--- src/rtl/slt_pkg.sv ---
package slt_pkg;
   // Source of the slot chosen for an allocation
   typedef enum logic [1:0] {
      PICK_SAME_REG = 2'd0,
      PICK_FREE     = 2'd1,
      PICK_VICTIM   = 2'd2
   } pick_e;
endpackage

--- src/rtl/slt_entry.sv ---
module slt_entry #(
   parameter int REG_W    = 7,
   parameter int ADDR_W   = 32,
   parameter int GRAN_LSB = 3
) (
   input  logic              clk,
   input  logic              rst_n,
   input  logic              clr_i,
   input  logic              we_i,
   input  logic [REG_W-1:0]  wr_reg_i,
   input  logic [ADDR_W-1:0] wr_addr_i,
   input  logic              snoop_vld_i,
   input  logic [ADDR_W-1:0] snoop_addr_i,
   input  logic [REG_W-1:0]  chk_reg_i,
   output logic              vld_o,
   output logic              chk_match_o,
   output logic              alloc_match_o
);
   localparam int TAG_W = ADDR_W - GRAN_LSB;

   logic             vld_q;
   logic [REG_W-1:0] reg_q;
   logic [TAG_W-1:0] tag_q;
   logic             snoop_hit;

   assign snoop_hit     = vld_q && snoop_vld_i && (tag_q == snoop_addr_i[ADDR_W-1:GRAN_LSB]);
   assign vld_o         = vld_q;
   assign chk_match_o   = vld_q && (reg_q == chk_reg_i);
   assign alloc_match_o = vld_q && (reg_q == wr_reg_i);

   always_ff @(posedge clk) begin
      if (!rst_n) begin
         vld_q <= 1'b0;
         reg_q <= '0;
         tag_q <= '0;
      end else if (clr_i) begin
         vld_q <= 1'b0;
      end else if (we_i) begin
         vld_q <= 1'b1;
         reg_q <= wr_reg_i;
         tag_q <= wr_addr_i[ADDR_W-1:GRAN_LSB];
      end else if (snoop_hit) begin
         vld_q <= 1'b0;
      end
   end

   // a write leaves the slot live
   a_r2_write_sets_live: assert property (@(posedge clk) disable iff (!rst_n)
      we_i && !clr_i |=> vld_q);
   // a matching store clears an untouched slot
   a_r5_snoop_clears: assert property (@(posedge clk) disable iff (!rst_n)
      snoop_hit && !we_i && !clr_i |=> !vld_q);
   // write in the same granule as a store still leaves the slot live
   a_r9_write_over_snoop: assert property (@(posedge clk) disable iff (!rst_n)
      we_i && !clr_i && snoop_vld_i &&
      (wr_addr_i[ADDR_W-1:GRAN_LSB] == snoop_addr_i[ADDR_W-1:GRAN_LSB]) |=> vld_q);
   // flush empties the slot
   a_r10_flush_empties: assert property (@(posedge clk) disable iff (!rst_n)
      clr_i |=> !vld_q);
endmodule

--- src/rtl/slt_pick.sv ---
module slt_pick
   import slt_pkg::*;
#(
   parameter int ENTRIES = 32
) (
   input  logic               clk,
   input  logic               rst_n,
   input  logic               req_i,
   input  logic [ENTRIES-1:0] same_reg_i,
   input  logic [ENTRIES-1:0] vld_i,
   output logic [ENTRIES-1:0] we_o
);
   localparam int PTR_W = (ENTRIES > 1) ? $clog2(ENTRIES) : 1;
   localparam logic [PTR_W-1:0] PTR_LAST = PTR_W'(ENTRIES - 1);

   logic [PTR_W-1:0]   ptr_q;
   logic [ENTRIES-1:0] free_vec, free_low, victim_vec, sel_vec;
   pick_e              src;

   assign free_vec   = ~vld_i;
   assign free_low   = free_vec & (~free_vec + ENTRIES'(1));
   assign victim_vec = ENTRIES'(1) << ptr_q;

   always_comb begin
      if (|same_reg_i)     src = PICK_SAME_REG;
      else if (|free_vec)  src = PICK_FREE;
      else                 src = PICK_VICTIM;
   end

   always_comb begin
      unique case (src)
         PICK_SAME_REG: sel_vec = same_reg_i;
         PICK_FREE:     sel_vec = free_low;
         default:       sel_vec = victim_vec;
      endcase
   end

   assign we_o = req_i ? sel_vec : '0;

   always_ff @(posedge clk) begin
      if (!rst_n)
         ptr_q <= '0;
      else if (req_i && src == PICK_VICTIM)
         ptr_q <= (ptr_q == PTR_LAST) ? '0 : ptr_q + PTR_W'(1);
   end

   // an allocation writes exactly one slot
   a_r6_single_target: assert property (@(posedge clk) disable iff (!rst_n)
      req_i |-> $countones(we_o) == 1);
   // the pointer moves only on a replacement
   a_r8_ptr_holds: assert property (@(posedge clk) disable iff (!rst_n)
      !(req_i && src == PICK_VICTIM) |=> $stable(ptr_q));
endmodule

--- src/rtl/spec_ld_table.sv ---
module spec_ld_table #(
   parameter int ENTRIES  = 32,
   parameter int REG_W    = 7,
   parameter int ADDR_W   = 32,
   parameter int GRAN_LSB = 3
) (
   input  logic              clk,
   input  logic              rst_n,
   input  logic              flush_i,
   input  logic              alloc_vld_i,
   input  logic [REG_W-1:0]  alloc_reg_i,
   input  logic [ADDR_W-1:0] alloc_addr_i,
   input  logic              snoop_vld_i,
   input  logic [ADDR_W-1:0] snoop_addr_i,
   input  logic              chk_vld_i,
   input  logic [REG_W-1:0]  chk_reg_i,
   output logic              chk_rsp_vld_o,
   output logic              chk_hit_o
);
   if (ENTRIES < 2) begin : g_bad_entries
      $error("spec_ld_table: ENTRIES must be at least 2");
   end
   if (GRAN_LSB < 0 || GRAN_LSB >= ADDR_W) begin : g_bad_gran
      $error("spec_ld_table: GRAN_LSB must lie inside the address");
   end
   if (REG_W < 1) begin : g_bad_reg
      $error("spec_ld_table: REG_W must be positive");
   end

   logic [ENTRIES-1:0] vld_vec, chk_vec, same_vec, we_vec;
   logic               alloc_req;
   logic               rsp_vld_q, hit_q;

   assign alloc_req = alloc_vld_i && !flush_i;

   for (genvar i = 0; i < ENTRIES; i++) begin : g_slot
      slt_entry #(.REG_W(REG_W), .ADDR_W(ADDR_W), .GRAN_LSB(GRAN_LSB)) u_slot (
         .clk          (clk),
         .rst_n        (rst_n),
         .clr_i        (flush_i),
         .we_i         (we_vec[i]),
         .wr_reg_i     (alloc_reg_i),
         .wr_addr_i    (alloc_addr_i),
         .snoop_vld_i  (snoop_vld_i),
         .snoop_addr_i (snoop_addr_i),
         .chk_reg_i    (chk_reg_i),
         .vld_o        (vld_vec[i]),
         .chk_match_o  (chk_vec[i]),
         .alloc_match_o(same_vec[i])
      );
   end

   slt_pick #(.ENTRIES(ENTRIES)) u_pick (
      .clk       (clk),
      .rst_n     (rst_n),
      .req_i     (alloc_req),
      .same_reg_i(same_vec),
      .vld_i     (vld_vec),
      .we_o      (we_vec)
   );

   always_ff @(posedge clk) begin
      if (!rst_n) begin
         rsp_vld_q <= 1'b0;
         hit_q     <= 1'b0;
      end else begin
         rsp_vld_q <= chk_vld_i;
         hit_q     <= chk_vld_i && (|chk_vec);
      end
   end

   assign chk_rsp_vld_o = rsp_vld_q;
   assign chk_hit_o     = hit_q;

   // one response per accepted check, on the next edge
   a_r3_rsp_follows_chk: assert property (@(posedge clk) disable iff (!rst_n)
      chk_vld_i |=> chk_rsp_vld_o);
   a_r3_no_spurious_rsp: assert property (@(posedge clk) disable iff (!rst_n)
      !chk_vld_i |=> !chk_rsp_vld_o);
   // a hit is only reported with a response strobe
   a_r4_hit_needs_rsp: assert property (@(posedge clk) disable iff (!rst_n)
      chk_hit_o |-> chk_rsp_vld_o);
   // a register never owns two live slots
   a_r6_no_dup_reg: assert property (@(posedge clk) disable iff (!rst_n)
      $onehot0(same_vec));
   // after a flush nothing is live
   a_r10_table_empty: assert property (@(posedge clk) disable iff (!rst_n)
      flush_i |=> vld_vec == '0);
endmodule

--- config.mk ---
export PLATFORM = sky130hd
export DESIGN_NAME = spec_ld_table
export DESIGN_NICKNAME = d
export VERILOG_FILES = /design/src/rtl/slt_pkg.sv /design/src/rtl/slt_entry.sv /design/src/rtl/slt_pick.sv /design/src/rtl/spec_ld_table.sv
export SDC_FILE = /design/constraint.sdc
export NUM_CORES = 2
export LEC_CHECK = 0
export BUFFER_PORTS_ARGS = -buffer_cell sky130_fd_sc_hd__buf_2
export CORE_MARGIN = 3
export CORE_UTILIZATION = 40
export CTS_BUF_LIST = sky130_fd_sc_hd__clkbuf_4
export DETAILED_ROUTE_END_ITERATION = 10
export SYNTH_ARGS = -nofsm -noshare
export SYNTH_HDL_FRONTEND = slang
export SYNTH_SLANG_ARGS = --single-unit
--- constraint.sdc ---
create_clock -name clk -period 3.5 [get_ports clk]
set_input_delay 0 -clock clk [delete_from_list [all_inputs] [get_ports clk]]
set_output_delay 0 -clock clk [all_outputs]
set_load 0.01 [all_outputs]
======== Word-level counts from Yosys, hierarchy flattened ========
Cells that the tools add are included.
storage, ports and cells
  register bits ........................... 1,191
  input bits .............................. 84
  output and inout port bits .............. 2
  logic and storage cells ................. 476
operators by class
  $add $sub $neg .......................... 2
  eq/ne operators ......................... 99
  shift-type cells ........................ 1
  mux-type cells .......................... 69
  bitwise logic cells ..................... 5
  reduce and logical (&&, ||, !) cells .... 201
operators with widths
  cell                                                  count
  equality test 29 bit                                  32
  equality test 7 bit                                   64
  logical AND 1 bit                                     131
  OR reduction 32 bit                                   3
  two-way mux 1 bit                                     64
  inverter 32 bit                                       2
  one-hot mux 32 bit (2 select lines)                   1
  AND reduction 2 bit                                   32
  nonzero test 2 bit                                    32
  adder 32 x 1 -> 32 bit (second input constant)        1
  bitwise AND 32 bit                                    1
  two-way mux 32 bit                                    1
  left shift 1 x 5 -> 32 bit (first input constant)     1
  adder 5 x 1 -> 5 bit (second input constant)          1
  equality test 5 bit (second input constant)           1
  two-way mux 5 bit                                     1
  two-way mux 2 bit                                     2
  equality test 2 x 1 -> 1 bit (second input constant)  1
  equality test 2 bit (second input constant)           1
  logical NOT 2 bit                                     1
  inverter 1 bit                                        2
  OR reduction 2 bit                                    1
  logical NOT 1 bit                                     1

======== Logic depth before layout (Yosys ltp) ========
  depth in word-level cells ............... 8
  gate-level depth with buffers ........... 16
  depth with buffers taken out ............ 9

======== Cells and area by module ========
Synthesis repeated with hierarchy kept, for this count alone.
second synthesis, totals
  cells, all modules ...................... 7,288
  area, all modules ....................... 65,607.9 µm²
by module, submodules not included
  module         instances  cells each  area an instance (µm²)  sequential area each (µm²)
  slt_entry      32         220         1,996.9                 740.7
  slt_pick       1          233         1,577.8                 100.1
  spec_ld_table  1          15          128.9                   40.0

======== Least setup slack after synthesis ========
OpenSTA, ideal clock, no wires.
  kind .................................... flip-flop to flip-flop
  from .................................... register g_slot[10].u_slot.vld_q
  to ...................................... register g_slot[9].u_slot.reg_q[4]
  library setup time ...................... 0.073 ns
  arrival ................................. 2.699 ns
  data required time ...................... 3.427 ns
  path slack .............................. 0.728 ns
  stages on the path, launching flop included .. 13
  path buffers ............................ 4
  period minus slack after synthesis ...... 2.772 ns
  path through ............................ dfxtp_1 > buf_2 > nand4_1 > or4_1 > nor3_2 > nand4_2 > buf_6 > nor4_1 > o21ba_2 > o21a_1 > buf_4 > buf_4 > mux2i_1
on the way
  word-level cells in the longest chain between the ends .. 8
  elaborated cells between the ends (all ways) .. 11
  classes of those cells .................. eq/ne: 1; mux: 4; bitwise: 1; reduce/logical: 5
ends and longest elaborated chain
  item                                                                      line             source
  start: declaration                                                        slt_entry.sv:21  logic vld_q;
  start signal: assignment                                                  slt_entry.sv:33  vld_q <= 1'b0;
  start signal: assignment                                                  slt_entry.sv:37  vld_q <= 1'b0;
  start signal: assignment                                                  slt_entry.sv:39  vld_q <= 1'b1;
  inverter 32 bit                                                           slt_pick.sv:20   assign free_vec = ~vld_i;
  OR reduction 32 bit                                                       slt_pick.sv:26   else if (|free_vec) src = PICK_FREE;
  two-way mux 2 bit                                                         slt_pick.sv:26
  two-way mux 2 bit *                                                       slt_pick.sv:25   if (|same_reg_i) src = PICK_SAME_REG;
  equality test 2 x 1 -> 1 bit / logical NOT 2 bit (equally long branches)  slt_pick.sv:31   unique case (src)
  one-hot mux 32 bit (2 select lines) *                                     slt_pick.sv:31
  two-way mux 32 bit *                                                      slt_pick.sv:38   assign we_o = req_i ? sel_vec : '0;
  AND reduction 2 bit (no source line) *                                    n/a
  end signal: assignment                                                    slt_entry.sv:40  reg_q <= wr_reg_i;
  end: declaration                                                          slt_entry.sv:22  logic [REG_W-1:0] reg_q;
Mark *: on every way between the ends. The rest lies on a longest branch, timed or not.
A chain may end at the register's enable or synchronous reset.

======== Worst setup path after layout ========
  from .................................... input port alloc_reg_i[2]
  to ...................................... register g_slot[10].u_slot.reg_q[1]
on the way
  word-level cells in the longest chain between the ends .. 8
  elaborated cells between the ends (all ways) .. 71
  classes of those cells .................. eq/ne: 33; mux: 3; reduce/logical: 35
ends and longest elaborated chain
  item                                                                      line                 source
  start: declaration                                                        spec_ld_table.sv:11  input logic [REG_W-1:0] alloc_reg_i,
  equality test 7 bit                                                       slt_entry.sv:29      assign alloc_match_o = vld_q && (reg_q == wr_reg_i);
  logical AND 1 bit                                                         slt_entry.sv:29
  OR reduction 32 bit                                                       slt_pick.sv:25
  two-way mux 2 bit                                                         slt_pick.sv:25
  equality test 2 x 1 -> 1 bit / logical NOT 2 bit (equally long branches)  slt_pick.sv:31
  one-hot mux 32 bit (2 select lines) *                                     slt_pick.sv:31
  two-way mux 32 bit *                                                      slt_pick.sv:38
  AND reduction 2 bit (no source line) *                                    n/a
  end signal: assignment                                                    slt_entry.sv:40
  end: declaration                                                          slt_entry.sv:22
Marks and branches as above.

==> results by group <==
Worst setup path
  – CP delay by family, top: buffers and inverters
  – CP Cell Sequence: dlygate4sd3_1, buf_2, dlygate4sd3_1, buf_4, xnor2_1, nand4_1, nor2_1, nor4_1, nand4_1, or2_2, nor2_1, o21ai_4, buf_4, mux2i_1
  – Critical Path AT: 4.62 ns
  – Slowest stage cell, crit path: dlygate4sd3_1
  – R2R Setup Slk: 0.19 ns
  – Startpoint types: input port
  – Reg-to-reg endpoint: g_slot[10].u_slot.reg_q[1]
  – CP Max Fanout: 16
  – Worst R2R Start: g_slot[23].u_slot.vld_o
  – Critical path required time: 4.67 ns
  – Worst setup path class: in2reg
  – Sum of buffers and inverters on the critical path: 5
  – CP endpoint kind: register
  – Worst reg2reg path depth: 11
  – Highest cell delay on the worst timing path: 0.84 ns

Die
  – Core Area: 150000 um^2
  – Die ar.: 156000 um^2
  – Number of cell rows: 142
  – Die H: 395 um
  – Die W: 395 um
  – Initial core utilization: 40.3%
  – I/O Pins: 86

STA
  – Final Hold Viols: 0
  – Final setup viols: 0
  – Setup TNS: 0 ns
  – Slew Limit Fails: 0
  – Slew @ Worst Pin: 1.28 ns
  – Layout Skew: 0.123 ns
  – Hold slack: 0.115 ns
  – Tmin final: 3.45 ns
  – Final worst-path cycle share: 98.5%
  – RSZ-0062 raised after global routing: no
  – Slew HR: 14.6%
  – Fmax: 0.290 GHz

Final layout
  – Nets@finish: 6699
  – Filler instances: 14199
  – Layout cells sized above 1: 13.6%
  – Multi-input logic area: 34300 um^2
  – Sequential Area: 23800 um^2
  – Commonest non-fill, non-tap cell in the layout: dfxtp_1
  – P&R area growth vs syn: 16.6%
  – Most frequent cells in the layout: dfxtp_1 (1187), mux2i_1 (1155), xor2_1 (730)
  – Cell area after layout: 70500 um^2

Power
  – Flop pwr share: 46.6%
  – Comb power frac: 9.8%
  – Switching Fraction: 27.3%
  – Clk pwr share: 43.6%
  – Peak supply drop: 0.000364 V
  – Cell Pwr Density: 414 nW/um^2
  – NetSw: 7.97 mW
  – LEAKAGE: 30.9 nW
  – P_int: 21.2 mW

Hold path
  – Hold path depth: 6
  – Hold EP: g_slot[3].u_slot.vld_o
  – Worst hold path type: in2reg
  – Hold path start: snoop_addr_i[21]

Clock tree
  – Clock Tree Root: clkbuf_4
  – Clock Path Buffers: 4
  – CTS tree: yes
  – TritonCTS Buffers: 346
  – Clk pin slew, worst setup/hold paths: 0.06 ns
  – Clk sinks: 1191
  – Clock H-tree levels: 5
  – Clock latency on the worst-skew pair: 1.34 ns

Logic synthesis
  – Syn avg cell area: 9.69 um^2
  – Post-synth top area cell: dfxtp_1
  – Synth top area share: 39.4%
  – Yosys cell types: 50
  – Sequential-to-total area share from yosys stat: 39.4%
  – Top FF cell, synth: dfxtp_1
  – Synth warnings: 0
  – Mapped Area: 60500 um^2
  – Synthesized instance count: 6239
  – Seq cells post-synth: 1191
  – EDFF count, synth: 0
  – Synth async-reset ratio: 0%
  – Top cells by area, synth: dfxtp_1 (39%), mux2i_1 (19%), xor2_1 (11%), xnor2_1 (9.3%), nor2b_1 (5.3%)
  – Post-synth net total: 6330

GRT
  – First-pass GRT wire length: 315 mm
  – Overflow after GRT: 0
  – Largest net degree at the start of global routing: 206
  – Vias in the first global route: 46734
  – Number of antenna violations at the first check in global routing: 10
  – Met3 Usage GRT: 5.69%
  – GRT busiest layer: met2
  – Met1 global-route usage: 34.3%
  – M2 GR Usage: 43.7%
  – Total track usage: 27.0%

Placed design
  – Detailed Place HPWL: 127 mm
  – Cell Area, Placed: 64300 um^2
  – Port bufs: 79
  – Routability congestion estimate: 0.874

Status
  – Status: finished clean

Routing
  – Post-DRT Antenna Nets: 0
  – 1st-pass router iterations: 7
  – 1st-iter DRT viols: 3760
  – Routed WL per cell: 24.4 um
  – Routed vias/inst: 5.34
  – Vias: 47212
  – DRC: 0
  – Final WL: 216 mm

Run
  – Maxcap violations: 0
-- synth_stat cells, types with 3 or more instances --
master and count:
or4_1 9, nor3_1 16, buf_2 86, nor2_1 74
and3_1 3, ha_1 7, or3_1 3, a21oi_1 45
o2bb2a_1 5, o21ai_1 13, nand2_1 717, nand2b_1 10
inv_1 13, o41ai_1 24, o21ai_0 36, nand4_1 216
buf_1 65, and2_1 4, nor3_2 3, xnor2_1 645
nand3_1 49, buf_4 63, dfxtp_1 1191, and4_1 3
o32ai_1 3, nor4_1 195, buf_6 32, nor2b_1 510
mux2i_1 1155, clkbuf_1 284, nand4b_1 4, xor2_1 730
-- registers in the layout, summed over array words and instances (netlist names) --
| register | count |
|---|---|
| chk_rsp_vld_o | 1 |
| u_pick.ptr_q | 5 |
| g_slot.u_slot.tag_q | 928 |
| g_slot.u_slot.vld_o | 32 |
| chk_hit_o | 1 |
| g_slot.u_slot.reg_q | 224 |
-- cell families after synthesis --
group | Yosys count | share of synthesized area, %
multiplexers | 1155 | 19.1
adder cells (fa/ha/maj) | 7 | 0.145
XOR/XNOR | 1375 | 19.9
buffers and inverters | 544 | 4.36
AND/OR/NAND/NOR | 1825 | 15.6
AO/OA/AOI/OAI | 142 | 1.47
flip-flops | 1191 | 39.4
-- metrics by stage --
stage                     total power, mW  setup WS (ns)  std cells  util (%)
after floorplan                      15.3          0.728       6239         -
after detailed placement             16.5          0.154       8078      42.9
after CTS                            29.4         0.0846       8841      47.0
final                                29.2         0.0532       8849      47.0
after global placement               16.5         0.0919       8077      42.9
after global routing                 30.3         0.0106       8842      47.0
-- final cells by class --
| cell class | instances | share of cell area [%] |
|---|---|---|
| Clock buffer | 506 | 5.39 |
| Tap cell | 2016 | 3.58 |
| Clock inverter | 58 | 0.387 |
| Multi-Input combinational cell | 4504 | 48.7 |
| Sequential cell | 1191 | 33.8 |
| Antenna cell | 9 | 0.0319 |
| Inverter | 13 | 0.0692 |
| Timing Repair Buffer | 552 | 8.02 |
-- per-layer routing --
metal / vias up / share of wire [%]
li1: 21733 / -
met1: 23112 / 42
met2: 1817 / 46
met3: 544 / 7.6
met4: 6 / 4.6
met5: - / 0.017
-- tightest hold or removal path, stage by stage --
cell and delay, ns:
buf_2 0.48, xnor2_1 0.28, nand4_1 0.07, or4_1 0.29, a21oi_1 0.11, nor2_1 0.09
-- what timing repair did --
item                                    4_1_cts  5_1_grt
hold buffers                                199        0
resized for setup                             0        7
endpoints found under the setup margin        0       97
hold endpoints to repair                   1191        0
setup buffers                                 0        0
-- power groups by stage --
stage | clock network (mW) | logic, mW | registers [mW]
detailed placement | 0 | 2.62 | 13.9
floorplan | 0 | 1.44 | 13.9
global route | 13.7 | 2.93 | 13.6
finish | 12.7 | 2.86 | 13.6
CTS | 13.0 | 2.81 | 13.6
global placement | 0 | 2.61 | 13.9
-- worst max-delay path by stage --
| stage | slack (ns) | cells past startpoint | to | from |
|---|---|---|---|---|
| after floorplan | 0.73 | 12 | g_slot[9].u_slot.reg_q[4] | g_slot[10].u_slot.vld_o |
| after global placement | 0.09 | 13 | u_pick.ptr_q[3] | alloc_reg_i[2] |
| after detailed placement | 0.15 | 13 | u_pick.ptr_q[3] | alloc_reg_i[5] |
| after CTS | 0.08 | 9 | g_slot[18].u_slot.vld_o | g_slot[18].u_slot.tag_q[2] |
| after global routing | 0.01 | 11 | g_slot[28].u_slot.tag_q[6] | g_slot[14].u_slot.vld_o |
| final | 0.05 | 14 | g_slot[10].u_slot.reg_q[1] | alloc_reg_i[2] |
(Power assumes the default switching activity.)
